$ cat src/rtl/pix4_pkg.sv
package pix4_pkg;
  localparam int unsigned PIX4_DATA_W    = 8;
  localparam int unsigned PIX4_PIX_W     = 4;
  localparam int unsigned PIX4_ADDR_W    = 16;
  localparam int unsigned PIX4_HCNT_W    = 8;
  localparam int unsigned PIX4_LINE_BYTES = 160;
  localparam int unsigned PIX4_BASE_ALT  = 32'h4000;
endpackage

$ cat src/rtl/pix4_addr_gen.sv
module pix4_addr_gen #(
  parameter int unsigned ADDR_W     = pix4_pkg::PIX4_ADDR_W,
  parameter int unsigned HCNT_W     = pix4_pkg::PIX4_HCNT_W,
  parameter int unsigned LINE_BYTES = pix4_pkg::PIX4_LINE_BYTES,
  parameter int unsigned BASE_ALT   = pix4_pkg::PIX4_BASE_ALT
) (
  input  logic              clk,
  input  logic              rst_n,
  input  logic              acc_end,
  input  logic [HCNT_W-1:0] hcount,
  input  logic              h_act,
  input  logic              v_act,
  input  logic              base_sel,
  output logic [ADDR_W-1:0] addr,
  output logic              rd,
  output logic [ADDR_W-1:0] line_base,
  output logic              line_adv
);
  localparam logic [HCNT_W-1:0] LAST_IDX = HCNT_W'(LINE_BYTES - 1);
  localparam logic [ADDR_W-1:0] STRIDE   = ADDR_W'(LINE_BYTES);

  function automatic logic [ADDR_W-1:0] base_of(input logic sel);
    return sel ? ADDR_W'(BASE_ALT) : '0;
  endfunction

  function automatic logic [ADDR_W-1:0] slot_addr(input logic [ADDR_W-1:0] lb,
                                                   input logic [HCNT_W-1:0] idx);
    return lb + ADDR_W'(idx);
  endfunction

  logic [ADDR_W-1:0] line_base_q;
  logic              slot_live;

  assign slot_live = h_act && v_act;
  assign line_adv  = slot_live && acc_end && (hcount == LAST_IDX);

  always_ff @(posedge clk or negedge rst_n) begin
    if (!rst_n) begin
      line_base_q <= '0;
    end else if (!v_act) begin
      line_base_q <= base_of(base_sel);
    end else if (line_adv) begin
      line_base_q <= line_base_q + STRIDE;
    end
  end

  assign line_base = line_base_q;
  assign addr      = slot_addr(line_base_q, hcount);
  assign rd        = slot_live;
endmodule

$ cat src/rtl/pix4_byte_latch.sv
module pix4_byte_latch #(
  parameter int unsigned DATA_W  = pix4_pkg::PIX4_DATA_W,
  parameter int unsigned PIX_W   = pix4_pkg::PIX4_PIX_W,
  parameter int unsigned PPB     = DATA_W / PIX_W,
  parameter int unsigned SLICE_W = (PPB > 1) ? $clog2(PPB) : 1
) (
  input  logic               clk,
  input  logic               rst_n,
  input  logic               capture,
  input  logic               live,
  input  logic [DATA_W-1:0]  rdata,
  output logic [DATA_W-1:0]  byte_q,
  output logic               vis_q,
  output logic [SLICE_W-1:0] slice_q
);
  localparam logic [SLICE_W-1:0] LAST_SLICE = SLICE_W'(PPB - 1);

  always_ff @(posedge clk or negedge rst_n) begin
    if (!rst_n) begin
      byte_q  <= '0;
      vis_q   <= 1'b0;
      slice_q <= LAST_SLICE;
    end else if (capture) begin
      byte_q  <= rdata;
      vis_q   <= live;
      slice_q <= '0;
    end else if (slice_q != LAST_SLICE) begin
      slice_q <= slice_q + SLICE_W'(1);
    end
  end
endmodule

$ cat src/rtl/pix4_out_stage.sv
module pix4_out_stage #(
  parameter int unsigned DATA_W  = pix4_pkg::PIX4_DATA_W,
  parameter int unsigned PIX_W   = pix4_pkg::PIX4_PIX_W,
  parameter int unsigned PPB     = DATA_W / PIX_W,
  parameter int unsigned SLICE_W = (PPB > 1) ? $clog2(PPB) : 1
) (
  input  logic [DATA_W-1:0]  byte_q,
  input  logic               vis_q,
  input  logic [SLICE_W-1:0] slice_q,
  input  logic               video_en_n,
  output logic [PIX_W-1:0]   pix
);
  // Slice 0 is the leftmost pixel, taken from the most significant bits.
  function automatic logic [PIX_W-1:0] pick(input logic [DATA_W-1:0] b,
                                            input logic [SLICE_W-1:0] idx);
    return b[(PPB - 1 - int'(idx)) * PIX_W +: PIX_W];
  endfunction

  logic show;
  assign show = vis_q && !video_en_n;
  assign pix  = show ? pick(byte_q, slice_q) : '0;
endmodule

$ cat src/rtl/pix4_fetch_serializer.sv
module pix4_fetch_serializer #(
  parameter int unsigned DATA_W     = pix4_pkg::PIX4_DATA_W,
  parameter int unsigned PIX_W      = pix4_pkg::PIX4_PIX_W,
  parameter int unsigned ADDR_W     = pix4_pkg::PIX4_ADDR_W,
  parameter int unsigned HCNT_W     = pix4_pkg::PIX4_HCNT_W,
  parameter int unsigned LINE_BYTES = pix4_pkg::PIX4_LINE_BYTES,
  parameter int unsigned BASE_ALT   = pix4_pkg::PIX4_BASE_ALT
) (
  input  logic              clk,
  input  logic              rst_n,
  input  logic              acc_end,
  input  logic [HCNT_W-1:0] hcount,
  input  logic              h_act,
  input  logic              v_act,
  input  logic              base_sel,
  input  logic              video_en_n,
  input  logic [DATA_W-1:0] mem_rdata,
  output logic [ADDR_W-1:0] mem_addr,
  output logic              mem_rd,
  output logic [PIX_W-1:0]  pix
);
  localparam int unsigned PPB     = DATA_W / PIX_W;
  localparam int unsigned SLICE_W = (PPB > 1) ? $clog2(PPB) : 1;

  // Named internal events, visible to the bound checker.
  logic [ADDR_W-1:0]  line_base_w;
  logic               line_adv_w;
  logic               capture_w;
  logic               live_w;
  logic [DATA_W-1:0]  byte_w;
  logic               vis_w;
  logic [SLICE_W-1:0] slice_w;

  assign capture_w = acc_end;
  assign live_w    = h_act && v_act;

  pix4_addr_gen #(
    .ADDR_W(ADDR_W), .HCNT_W(HCNT_W), .LINE_BYTES(LINE_BYTES), .BASE_ALT(BASE_ALT)
  ) u_addr (
    .clk(clk), .rst_n(rst_n), .acc_end(acc_end), .hcount(hcount),
    .h_act(h_act), .v_act(v_act), .base_sel(base_sel),
    .addr(mem_addr), .rd(mem_rd), .line_base(line_base_w), .line_adv(line_adv_w)
  );

  pix4_byte_latch #(
    .DATA_W(DATA_W), .PIX_W(PIX_W), .PPB(PPB), .SLICE_W(SLICE_W)
  ) u_latch (
    .clk(clk), .rst_n(rst_n), .capture(capture_w), .live(live_w),
    .rdata(mem_rdata), .byte_q(byte_w), .vis_q(vis_w), .slice_q(slice_w)
  );

  pix4_out_stage #(
    .DATA_W(DATA_W), .PIX_W(PIX_W), .PPB(PPB), .SLICE_W(SLICE_W)
  ) u_out (
    .byte_q(byte_w), .vis_q(vis_w), .slice_q(slice_w),
    .video_en_n(video_en_n), .pix(pix)
  );
endmodule

$ cat config.mk
export PLATFORM = sky130hd
export DESIGN_NAME = pix4_fetch_serializer
export DESIGN_NICKNAME = d
export VERILOG_FILES = /design/src/rtl/pix4_pkg.sv /design/src/rtl/pix4_addr_gen.sv /design/src/rtl/pix4_byte_latch.sv /design/src/rtl/pix4_out_stage.sv /design/src/rtl/pix4_fetch_serializer.sv
export SDC_FILE = /design/constraint.sdc
export NUM_CORES = 1
export LEC_CHECK = 0
export BUFFER_PORTS_ARGS = -buffer_cell sky130_fd_sc_hd__buf_2
export CAP_MARGIN = 20
export CORE_AREA = 2 2 63 65
export DETAILED_ROUTE_END_ITERATION = 16
export DIE_AREA = 0 0 65 67
export HOLD_SLACK_MARGIN = 0.06
export PLACE_DENSITY_LB_ADDON = 0.15
export SYNTH_ARGS = -nofsm -noshare
export SYNTH_HDL_FRONTEND = slang
export SYNTH_SLANG_ARGS = --single-unit
$ cat constraint.sdc
create_clock -name clk -period 2.14 [get_ports clk]
set_input_delay 0.428 -clock clk [delete_from_list [all_inputs] [get_ports clk]]
set_output_delay 0.428 -clock clk [all_outputs]
set_load 0.005 [all_outputs]
==> qor.yml, run 1 <==
status:
  status: "complete, but fails checks"
  violations: "setup timing"
worst_setup_path:
  cp-start-kind: "register"
  path_max_fanout: 8
  path_cells: "ha_4 > a21o_1 > a21oi_2 > buf_6 > nand3b_1 > xnor2_1 > buf_2"
  crit_type: "register to output pin"
  crit_path_end_kind: "output pin"
  crit_arrival_ns: 1.78
  cpPeakStageDelay_ns: 0.42
  cp_slowest_cell: "dfrtp_1"
  worstPathRequired_ns: 1.71
clock_tree:
  h-tree-depth: 1
  clk_pin_slew_worst_paths_ns: 0.07
  cts-hold-fix-buffers: 0
  cts_buffers: 3
  cts_tree: "yes"
  cts_root_buffer: "clkbuf_8"
  clock_latency_ns: 0.25
  clockBufferDepth: 2
  clock_sinks: 21
synth:
  netlist_instances: 124
  synth_nets: 151
  synth_cell_types: 32
  syn_avg_cell_area_um2: 10.1
  synth_compound_area_share_pct: 2.61
  synth_area_um2: 1250
  synth_top_family_by_area: "simple AND/OR/NAND/NOR gates"
  synth-simple-area-share_pct: 21.6
  yosys_warnings: 0
  ys_ff_latch: 21
  yosys-mux-area-fraction_pct: 16.9
  synth_xor_area_share_pct: 7.72
  ys_seq_area_share_pct: 42.2
  synth_adder_area_share_pct: 4.01
die:
  die_h_um: 67
  die_x_um: 65
  start_util_pct: 34.6
  num_rows: 22
  die-area_um2: 4360
  pin_count: 44
  core_um2: 3610
timing:
  timing.setup.tns_ns: -0.192
  finClkSkew_ns: 0.00309
  maxSlewHeadroom_pct: 69.7
  slew_violations: 0
  fin_crit_sh_pct: 103
  setup_viol: 6
  rsz0062_at_grt: "true"
  tightest_slew_ns: 0.455
  hold_viol: 0
  setup_ws_ns: -0.0669
  fmax_mhz: 453
  period_minus_slack_ns: 2.21
  whs_ns: 0.109
placed_design:
  gp_congestion: 0.724
  place_hpwl_um: 1900
  portBuffers: 43
  placedCellCount: 208
routing:
  post_drt_wl_per_cell_um: 11.9
  wirelength_um: 2550
  ant_nets: 0
  drc_errors: 0
  num_vias: 1009
  drtIter0Drc: 36
  routed_via_density: 4.69
  dr.pass1.iters: 4
cells_and_area:
  antenna_cells: 0
  nets: 195
  utilization_pct: 44.2
  nFillCells: 360
  area_growth_syn_to_layout_pct: 27.7
  fin_cells: 215
  drive_gt1_share_pct: 40.7
pwr:
  ir_drop_uv: 248
  switching_share_pct: 23.0
  powerDensity_nw_per_um2: 490
  power_leakage_nw: 0.839
  clkPwrFrac_pct: 32.7
  switching_power_mw: 0.179
  p_seq_share_pct: 54.9
  intPower_mw: 0.601
  power_frac_comb_pct: 12.4
global_routing:
  grt_pass1_vias: 940
  grt_pass1_wl_um: 4020
  grt.total_usage_pct: 12.0
  grt.overflow.total: 0
  grt_max_degree: 22
  antenna_found_initial: 0
job:
  maxCapViolCount: 0
min_path:
  hold_class: "input port to asynchronous set/reset pin"
==> critical path, delay by kind of cell (launching register included) <==
kind,cells,cell delay [ns]
simple gates,1,0.13
fa+ha+maj,1,0.23
buf+inv,2,0.28
xor+xnor,1,0.12
compound gates,2,0.35
flops,1,0.42
==> cell usage after synthesis (all sizes together) <==
master | n | area, um^2
or3 | 1 | 6.26
nand3 | 5 | 30.0
xnor2 | 4 | 35.0
nand4 | 2 | 12.5
and3 | 1 | 6.26
inv | 2 | 7.51
o21ai | 2 | 10.0
a21o | 1 | 7.51
and2 | 2 | 12.5
dfstp | 1 | 26.3
nor2b | 1 | 6.26
and4 | 1 | 8.76
ha | 4 | 50.1
dfrtp | 20 | 500
a21oi | 3 | 15.0
nand4bb | 1 | 11.3
nand3b | 1 | 7.51
nand2b | 4 | 25.0
mux2 | 8 | 90.1
nor4 | 3 | 40.0
clkbuf | 8 | 30.0
buf | 4 | 25.0
xor2 | 7 | 61.3
mux2i | 12 | 120
nand2 | 15 | 56.3
nor3 | 1 | 5.00
nor3b | 1 | 7.51
nor2 | 9 | 33.8
==> cell type report <==
class / instances / area [um^2] / area share (%)
well taps: 48 / 60.1 / 3.77
flip-flops and latches: 21 / 527 / 33.1
repair buffers: 51 / 279 / 17.5
multi-input cells: 89 / 674 / 42.3
clock buffers: 4 / 45.0 / 2.83
inverters: 2 / 7.51 / 0.471
==> path summary, 6_finish.rpt <==
kind,slack (ns),end,start,cells past startpoint
min in group clk,0.40,u_latch.byte_q[1],mem_rdata[1],2
hold / removal,0.11,u_latch.byte_q[5],rst_n,1
setup reg to reg,0.57,u_addr.line_base[14],u_addr.line_base[8],4
setup / recovery,-0.07,mem_addr[15],u_addr.line_base[6],7
hold reg to reg,0.51,u_addr.line_base[15],u_addr.line_base[15],1
max in group asynchronous,1.69,u_latch.slice_q,rst_n,1
==> cell usage in the layout, fill, tap and decap left out, types with 2 or more instances in the layout <==
cell	netlist	routed
mux2i_1	12	12
nand4_1	2	2
clkbuf_8	0	3
nor2_1	9	9
dfrtp_1	20	20
a21oi_1	3	2
buf_2	2	43
nand2_1	15	15
nand2b_1	4	4
ha_1	4	3
xor2_1	7	7
o21ai_0	2	2
and2_1	2	2
buf_4	2	7
inv_1	2	2
nand3_1	4	4
xnor2_1	4	4
mux2_2	8	8
==> per-layer routing <==
layer	vias up	global-route usage [%]	share of wire, %
li1	502	-	-
met1	478	13.4	42
met2	25	22.7	52
met3	4	2.20	4.9
met4	0	3.99	1.1
met5	-	0	0
==> logic make-up after synthesis <==
group,count (synthesis)
flops,21
fa+ha+maj,4
compound gates,6
simple gates,48
mux,20
xor+xnor,11
buf+inv,14
==> power by group through the flow <==
| stage | clock network (mW) | logic [mW] | registers, mW |
|---|---|---|---|
| 2_1_floorplan | 0 | 0.0527 | 0.432 |
| 3_3_place_gp | 0 | 0.0949 | 0.436 |
| 3_5_place_dp | 0 | 0.0979 | 0.437 |
| 4_1_cts | 0.265 | 0.0985 | 0.429 |
| 5_1_grt | 0.281 | 0.108 | 0.432 |
| 6_report | 0.255 | 0.0971 | 0.429 |
==> sequential cells by signal (all words and copies together) (netlist names) <==
signal and cells:
u_latch.slice_q 1, u_latch.vis_q 1, u_addr.line_base 11, u_latch.byte_q 8
==> per-stage QoR <==
step | instance area [um^2] | setup WS (ns) | total power [mW]
after global routing | 1590 | -0.161 | 0.821
after floorplan | 1250 | 0.142 | 0.485
after detailed placement | 1510 | -0.0165 | 0.535
final | 1590 | -0.0669 | 0.781
after global placement | 1510 | 0.0120 | 0.531
after CTS | 1580 | -0.0848 | 0.793
==> repair_timing <==
action	in CTS	in global routing
pin swaps	1	2
endpoints found under the setup margin	8	8
buffers inserted	3	0
gates resized for setup	2	1
Power figures use the tool's default switching activity.
==> run 2: changes to the inputs <==
==> constraint.sdc (replaced) <==
create_clock -name clk -period 2.14 [get_ports clk]
set_input_delay 0.107 -clock clk [delete_from_list [all_inputs] [get_ports clk]]
set_output_delay 0.107 -clock clk [all_outputs]
set_load 0.005 [all_outputs]
==> qor.yml, run 2 (same netlist as run 1, synthesis figures left out) <==
status:
  status: "finished clean"
worst_setup_path:
  crit_path_end_kind: "output pin"
  path_max_fanout: 8
  critPathBufInv: 2
  worstSetupEndpoint: "mem_addr[15]"
  cpLargestDelayFamily: "flip-flops"
  critPathLaunch: "u_addr.line_base[6]"
  crit_arrival_ns: 1.87
  path_cells: "ha_1 > a21o_1 > a21oi_1 > buf_4 > nand3b_1 > xnor2_1 > buf_2"
  cp_slowest_cell: "dfrtp_1"
  r2r_slack_ns: 0.55
  r2r_start: "u_addr.line_base[8]"
  r2r_end: "u_addr.line_base[14]"
  crit_type: "register to output pin"
  reg2reg_depth: 4
  worstPathRequired_ns: 2.03
  cpPeakStageDelay_ns: 0.41
  cp-start-kind: "register"
  path_depth: 7
placed_design:
  dpl-instance-area_um2: 1480
  gp_congestion: 0.752
  place_hpwl_um: 1830
  placedCellCount: 204
  portBuffers: 43
routing:
  dr.pass1.iters: 2
  routed_via_density: 4.69
  drtIter0Drc: 12
  post_drt_wl_per_cell_um: 11.6
  drc_errors: 0
  ant_nets: 0
  num_vias: 980
  wirelength_um: 2430
clock_tree:
  cts_setup_buffers: 0
  h-tree-depth: 1
  clockBufferDepth: 2
  cts_buffers: 3
  cts_resized: 0
  clk_pin_slew_worst_paths_ns: 0.07
  cts-hold-fix-buffers: 1
  cts_tree: "yes"
  clock_sinks: 21
  clock_latency_ns: 0.26
  cts_root_buffer: "clkbuf_8"
global_routing:
  antenna_found_initial: 0
  grt_pass1_vias: 899
  grt_max_degree: 22
  grt.overflow.total: 0
  grt_pass1_wl_um: 4080
  grt.total_usage_pct: 12.4
die:
  core_um2: 3610
  die_h_um: 67
  num_rows: 22
  die-area_um2: 4360
  start_util_pct: 34.6
  pin_count: 44
  die_x_um: 65
pwr:
  clkPwrFrac_pct: 32.5
  switching_power_mw: 0.178
  p_seq_share_pct: 55.4
  power_frac_comb_pct: 12.1
  power_mw: 0.775
  switching_share_pct: 23.0
  ir_drop_uv: 400
  intPower_mw: 0.597
  power_leakage_nw: 0.808
  powerDensity_nw_per_um2: 506
timing:
  hold_viol: 0
  timing.setup.tns_ns: 0
  fmax_mhz: 507
  tightest_slew_ns: 0.473
  slew_violations: 0
  period_minus_slack_ns: 1.97
  finClkSkew_ns: 0.00261
  setup_viol: 0
  fin_crit_sh_pct: 92.2
  rsz0062_at_grt: "false"
  maxSlewHeadroom_pct: 68.2
cells_and_area:
  final_cell_area_um2: 1530
  final_cell_mix: "buf_2, dfrtp_1, nand2_1"
  antenna_cells: 0
  area_growth_syn_to_layout_pct: 22.8
  nets: 189
  fin_cells: 209
  utilization_pct: 42.5
  drive_gt1_share_pct: 37.3
  seq_area_um2: 527
  nFillCells: 362
  multi_input_area_um2: 658
  final_common_cell: "buf_2"
  largest_reg_flops: 11
min_path:
  hold_class: "input port to register"
job:
  maxCapViolCount: 0
run 2: metal layers:
metal  global-route usage, %  wire length (um)
met5                       0                 0
met4                    3.19                19
met3                    3.55               127
met2                    22.6              1230
met1                    14.2              1060
run 2: area by class of cell:
| type | instances | share of cell area [%] |
|---|---|---|
| inverters | 2 | 0.490 |
| clock inverters | 1 | 0.327 |
| well taps | 48 | 3.92 |
| multi-input cells | 89 | 43.0 |
| clock buffers | 3 | 2.70 |
| repair buffers | 45 | 15.2 |
| flip-flops and latches | 21 | 34.4 |
run 2: worst min path at each step:
stage / from / end / slack, ns / cells after the start
6_report: mem_rdata[1] / u_latch.byte_q[1] / 0.08 / 2
5_1_grt: mem_rdata[2] / u_latch.byte_q[2] / 0.07 / 2
4_1_cts: mem_rdata[1] / u_latch.byte_q[1] / 0.08 / 2
3_5_place_dp: rst_n / u_latch.byte_q[5] / 0.09 / 1
3_3_place_gp: rst_n / u_latch.byte_q[1] / 0.09 / 1
2_1_floorplan: rst_n / u_addr.line_base[10] / -0.19 / 0
run 2: power groups by stage:
stage                     Clock (mW)  Sequential, mW  Combinational [mW]
after detailed placement           0           0.437              0.0949
after floorplan                    0           0.432              0.0527
final                          0.252           0.429              0.0937
after global routing           0.281           0.432               0.106
after CTS                      0.269           0.429              0.0969
after global placement             0           0.436              0.0930
run 2: metrics by stage:
stage	setup slack (ns)	hold slack (ns)
global placement	0.463	0.0939
global route	0.0534	0.0740
finish	0.168	0.0824
CTS	0.144	0.0764
detailed placement	0.461	0.0929
floorplan	0.504	-0.189
run 2: worst register-to-register path, cell delays in order, from the launching register on:
cell	delay, ns
dfrtp_1	0.47
and3_1	0.33
and4_1	0.28
a21oi_1	0.07
or3_1	0.32
